==> src/rtl/ssp_pkg.sv <==
package ssp_pkg;
  typedef enum logic [1:0] {
    SEQ_IDLE  = 2'd0,
    SEQ_HOLD  = 2'd1,
    SEQ_GRANT = 2'd2
  } seq_state_e;
endpackage

==> src/rtl/ssp_half_gate.sv <==
// Per-bit hold element: transparent while phase_i is high.
module ssp_half_gate #(
  parameter int W = 1
) (
  input  logic         clk_i,
  input  logic         rst_ni,
  input  logic         phase_i,
  input  logic [W-1:0] d_i,
  output logic [W-1:0] q_o
);
  for (genvar b = 0; b < W; b++) begin : g_bit
    always_ff @(posedge clk_i or negedge rst_ni) begin
      if (!rst_ni)      q_o[b] <= 1'b0;
      else if (phase_i) q_o[b] <= d_i[b];
    end
  end
endmodule

==> src/rtl/ssp_seq.sv <==
module ssp_seq
  import ssp_pkg::*;
(
  input  logic clk_i,
  input  logic rst_ni,
  input  logic req_i,
  input  logic loc_en_i,
  output logic pause_o,
  output logic ack_o
);
  seq_state_e state_q, state_d;

  always_comb begin
    state_d = state_q;
    unique case (state_q)
      SEQ_IDLE:  if (req_i && loc_en_i) state_d = SEQ_HOLD;
      SEQ_HOLD:  state_d = req_i ? SEQ_GRANT : SEQ_IDLE;
      SEQ_GRANT: if (!req_i) state_d = SEQ_IDLE;
      default:   state_d = SEQ_IDLE;
    endcase
  end

  always_ff @(posedge clk_i or negedge rst_ni) begin
    if (!rst_ni) state_q <= SEQ_IDLE;
    else         state_q <= state_d;
  end

  assign pause_o = (state_q != SEQ_IDLE);
  assign ack_o   = (state_q == SEQ_GRANT);
endmodule

==> src/rtl/sync_side_port.sv <==
module sync_side_port (
  input  logic clk_i,
  input  logic rst_ni,
  input  logic ext_en_i,
  input  logic ext_phase_i,
  input  logic loc_en_i,
  output logic pause_o,
  output logic ack_o,
  output logic done_o
);
  logic req_q;
  logic ack_int;

  ssp_half_gate #(.W(1)) i_req_gate (
    .clk_i   (clk_i),
    .rst_ni  (rst_ni),
    .phase_i (ext_phase_i),
    .d_i     (ext_en_i),
    .q_o     (req_q)
  );

  ssp_seq i_seq (
    .clk_i    (clk_i),
    .rst_ni   (rst_ni),
    .req_i    (req_q),
    .loc_en_i (loc_en_i),
    .pause_o  (pause_o),
    .ack_o    (ack_int)
  );

  ssp_half_gate #(.W(1)) i_done_gate (
    .clk_i   (clk_i),
    .rst_ni  (rst_ni),
    .phase_i (ext_phase_i),
    .d_i     (ack_int),
    .q_o     (done_o)
  );

  assign ack_o = ack_int;
endmodule

==> config.mk <==
export PLATFORM = sky130hd
export DESIGN_NAME = sync_side_port
export DESIGN_NICKNAME = d
export VERILOG_FILES = /design/src/rtl/ssp_pkg.sv /design/src/rtl/ssp_half_gate.sv /design/src/rtl/ssp_seq.sv /design/src/rtl/sync_side_port.sv
export SDC_FILE = /design/constraint.sdc
export NUM_CORES = 1
export LEC_CHECK = 0
export BUFFER_PORTS_ARGS = -buffer_cell sky130_fd_sc_hd__buf_2
export CAP_MARGIN = 20
export CORE_AREA = 5 5 42 44
export CTS_CLUSTER_SIZE = 20
export DETAILED_ROUTE_END_ITERATION = 12
export DIE_AREA = 0 0 47 49
export GPL_ROUTABILITY_DRIVEN = 1
export PLACE_DENSITY = 0.3
export SLEW_MARGIN = 20
export SYNTH_ARGS = -nofsm -noshare
export SYNTH_HDL_FRONTEND = slang
export SYNTH_HIERARCHICAL = 1
export SYNTH_SLANG_ARGS = --single-unit
export TNS_END_PERCENT = 50
==> constraint.sdc <==
create_clock -name clk_i -period 1.45 [get_ports clk_i]
set_clock_uncertainty 0.15 [all_clocks]
set_input_delay 0.2175 -clock clk_i [delete_from_list [all_inputs] [get_ports clk_i]]
set_output_delay 0.2175 -clock clk_i [all_outputs]
set_load 0.01 [all_outputs]
Yosys cells after proc, flatten, opt, wreduce, memory -nomap -nowiden
Cells that the tools add are included.
{"block": "word_totals", "output_inout_bits": 3, "register_bits": 4, "in_bits": 5, "word_cells": 15}
{"block": "op_classes", "n_mux": 4, "reduce_logical": 4, "n_eq_ne": 4}
{"operator": "2-to-1 mux 2 bit", "n": 3}
{"operator": "case mux 2 bit (3 select lines)", "n": 1}
{"operator": "equality test 2 x 1 -> 1 bit (second input constant)", "n": 1}
{"operator": "equality test 2 bit (second input constant)", "n": 1}
{"operator": "zero test 2 bit", "n": 1}
{"operator": "inequality test 2 x 1 -> 1 bit (second input constant)", "n": 1}
{"operator": "inequality test 2 bit (second input constant)", "n": 1}
{"operator": "AND reduction 2 bit", "n": 1}
{"operator": "nonzero test 2 bit", "n": 1}
{"operator": "logical AND 1 bit", "n": 1}

Logic depth before layout (Yosys ltp)
{"block": "depth", "depth_word": 3, "depth_mapped": 2, "ltp_nobuf": 2}

By module
The synthesis kept the hierarchy.
{"module": "ssp_seq", "cells_per_inst": 8, "area_per_inst_um2": 83.8, "n_inst": 1, "seq_area_each_um2": 50.0}
{"module": "ssp_half_gate", "cells_per_inst": 2, "area_per_inst_um2": 40.0, "n_inst": 2, "seq_area_each_um2": 25.0}

Worst setup path after synthesis
No wires, ideal clock.
{"block": "synth_path", "path_type": "reg-to-reg", "start": "register i_seq.state_q[1]", "end": "register i_done_gate.q_o", "synth_period_minus_slack_ps": 1059, "stages_incl_launch_ff": 3, "path_buffers": 0, "t_required_ps": 1175, "setup_time_ps": 125, "arrival_time_ps": 784, "path_slack_ps": 391, "cell_sequence": "dfrtp_1 -> nor2b_1 -> mux2_4"}
{"block": "synth_via", "elab_chain_len": 1}
{"element": "start, declared", "line": "ssp_seq.sv:11", "rtl": "seq_state_e state_q, state_d;"}
{"element": "start signal, assigned", "line": "ssp_seq.sv:25", "rtl": "else state_q <= state_d;"}
{"element": "equality test 2 bit", "line": "ssp_seq.sv:29", "rtl": "assign ack_o = (state_q == SEQ_GRANT);"}
{"element": "via ack_o", "line": "sync_side_port.sv:8", "rtl": "output logic ack_o,"}
{"element": "end signal, assigned by index", "line": "ssp_half_gate.sv:14", "rtl": "else if (phase_i) q_o[b] <= d_i[b];"}
{"element": "end, declared", "line": "ssp_half_gate.sv:9", "rtl": "output logic [W-1:0] q_o"}
The timed path passes the listed nets, and every way through them passes these cells.
A chain may end at the register's enable or synchronous reset.

Worst setup path in the final report
{"block": "layout_path", "start": "register i_seq.state_q[0]", "end": "output pause_o"}
{"block": "layout_via", "elab_chain_len": 1}
{"element": "nonzero test 2 bit", "line": "ssp_seq.sv:28", "rtl": "assign pause_o = (state_q != SEQ_IDLE);"}
{"element": "end, declared", "line": "sync_side_port.sv:7", "rtl": "output logic pause_o,"}
No other way between the ends.

==> key figures <==
Status
  • Outcome: finished, final reports clean

Worst setup path
  • Critical path buffers and inverters: 1
  • Max incr delay on CP: 0.38 ns
  • Required time worst endpoint: 1.08 ns
  • Worst-path cell chain: or2_1 -> buf_2
  • Slowest cell on crit path: dfrtp_1
  • Worst Path Class, Setup: reg2out
  • Worst Setup End Kind: primary output
  • CP top delay family: flip-flops
  • Worst-path fanout max: 3
  • Arr. time, crit path: 1.01 ns
  • Critical Path Start Type: flop

Layout
  • Final nets: 30
  • Layout area overhead: 55.0%
  • Fin util: 18.1%
  • Most common cell after layout, fill and taps aside: buf_2
  • Antenna diode count: 0
  • Fillers: 158
  • Share of layout cells above drive strength 1: 56.5%
  • Most frequent cells in the layout: buf_2, dfrtp_1, clkbuf_4

Placed design
  • GPL Wtd Cong: 0.658
  • PortBufs: 7

Floorplanning
  • Horiz. Die Dim: 47 um
  • Site Rows: 14
  • Core Box Area: 1400 sq um
  • Die Ht: 49 um
  • Io pins: 8
  • Die area: 2300 sq um
  • Initial core utilization: 11.7%

Power
  • Clock share of power: 42.0%
  • Cell internal pwr: 248 uW
  • Total power: 323 uW
  • Comb pwr share: 16.9%
  • Sequential share of power: 41.0%
  • Total leakage power: 0.135 nW
  • Switching Fraction: 23.4%
  • Psw: 75.5 uW
  • PD cells: 1270 nW/um^2
  • Worst vdd ir: 0.435 mV

Clock tree
  • Clk sinks: 4
  • Reg clk slew, reported paths: 0.04 ns
  • Clock Latency Late Sink: 0.23 ns
  • Clk buf depth: 2
  • CTS H-Tree Depth: 1
  • Setup bufs post-CTS: 0
  • Clk root buf: clkbuf_4
  • CTS tree: built
  • CTS Buf Count: 3

Timing
  • Setup violations, final: 0
  • Period utilization: 94.8%
  • Slew HR: 90.5%
  • Final setup TNS: 0 ns
  • Fin crit period: 1.37 ns
  • Unrepaired setup endpoints after global routing: no
  • Slew Viols, Final: 0
  • FMAX: 728 MHz
  • Least-Margin Pin Slew: 0.141 ns
  • Count of final hold-check violations: 0

Synth
  • Seq/Total Area, Yosys: 61.1%
  • Largest family of logic cells by synthesized area: multiplexers
  • Avg Inst Size Synth: 13.7 sq um
  • #FFs+latches synth: 4
  • Post-synthesis compound-gate area fraction: 4.58%
  • Post-Synth XOR/XNOR Area: 0%
  • Netlist cell types: 7
  • Simple-gate share of the synthesized area: 16.0%
  • Synth Warn #: 6
  • Post-Syn Area: 164 sq um
  • Mux cell area share after synthesis: 18.3%
  • Post-synthesis adder-cell area fraction: 0%
  • Post-Syn Nets: 17
  • Post-Synthesis Cells: 12

Routing
  • Routed vias: 136
  • DRT Pass-1 Iters: 1
  • Vias per inst: 3.49
  • Drt wl/cell: 9.51 um
  • Residual DRC: 0
  • WL final: 371 um
  • DRT antenna net count: 0
  • Detailed Route Iter0 Violations: 0

GRT
  • GRT Overall Usage: 4.67%
  • Antenna violations before repair: 0
  • Number of global-route vias before repair: 162
  • Largest net degree at the start of global routing: 5
  • Gr ovfl total: 0
  • First-pass GRT wire length: 655 um

Hold path
  • Worst Hold Class: in2reg

Flow run
  • Max-Cap Viols: 0
==> final timing paths <==
kind | from | depth (start not counted) | end | slack (ns)
max reg2reg | i_seq/state_q[1] | 2 | i_done_gate/q_o | 0.38
min reg2reg | i_done_gate/q_o | 1 | i_done_gate/q_o | 0.36
max | i_seq/state_q[0] | 2 | pause_o | 0.08
max in group asynchronous | rst_ni | 2 | i_done_gate/q_o | 0.86
min | loc_en_i | 3 | i_seq/state_q[0] | 0.06
min in group asynchronous | rst_ni | 2 | i_seq/state_q[0] | 0.17
==> timing repair <==
item                       in CTS  in global routing
hold buffers                    1                  0
hold endpoints to repair        4                  0
setup endpoints to repair       0                  1
resized for setup               0                  1
==> synth_stat cells <==
cell | count | area [sq um]
or2_1 | 1 | 6.26
o21a_1 | 1 | 7.51
nand2_1 | 1 | 3.75
nor2_1 | 1 | 3.75
mux2_4 | 2 | 30.0
dfrtp_1 | 4 | 100
nor2b_1 | 2 | 12.5
==> layer usage <==
layer  GRT usage, %  vias up  share of wire [%]  wire length (um)
met4           2.76        0                1.6                 6
met2           4.75       12                 31               114
met5              0        -                  0                 0
met3           7.01        2                 23                86
met1           4.46       60                 44               164
li1               -       62                  -                 -
==> power groups by stage <==
| stage | combinational [mW] | sequential [mW] | clock, mW |
|---|---|---|---|
| 4_1_cts | 0.0552 | 0.133 | 0.146 |
| 6_report | 0.0547 | 0.133 | 0.136 |
| 3_5_place_dp | 0.0529 | 0.134 | 0 |
| 3_3_place_gp | 0.0512 | 0.133 | 0 |
| 5_1_grt | 0.0603 | 0.135 | 0.159 |
| 2_1_floorplan | 0.0285 | 0.133 | 0 |
==> state kept, by name (all words and copies together), names as in the netlist <==
signal,flops
i_req_gate/q_o,1
i_seq/state_q,2
i_done_gate/q_o,1
==> per-stage QoR <==
stage          cells  hold slack [ns]  worst slack, ns  instance area, sq um
5_1_grt           39           0.0567           0.0335                   254
3_5_place_dp      35           -0.121            0.306                   219
2_1_floorplan     12           -0.228            0.391                   164
3_3_place_gp      35           -0.126            0.343                   219
6_report          39           0.0636           0.0760                   254
4_1_cts           39           0.0570           0.0437                   251
==> final cells by class <==
type	instances	area, sq um	share of cell area (%)
timing repair buffer	8	45.0	17.7
multi-input combinational	8	66.3	26.1
clock buffer	3	22.5	8.87
tap	16	20.0	7.88
sequential	4	100	39.4
==> tightest hold or removal path, stage by stage <==
cell and delay [ns]:
buf_2 0.10, nand2_1 0.06, nor2_1 0.04
==> logic make-up (layout without fill, tap and decap cells) <==
logic type	Yosys count	in the layout
simple gates	5	5
flops	4	4
mux	2	2
compound gates	1	1
buf+inv	0	11
No activity file was read; power rests on OpenSTA's default activity.
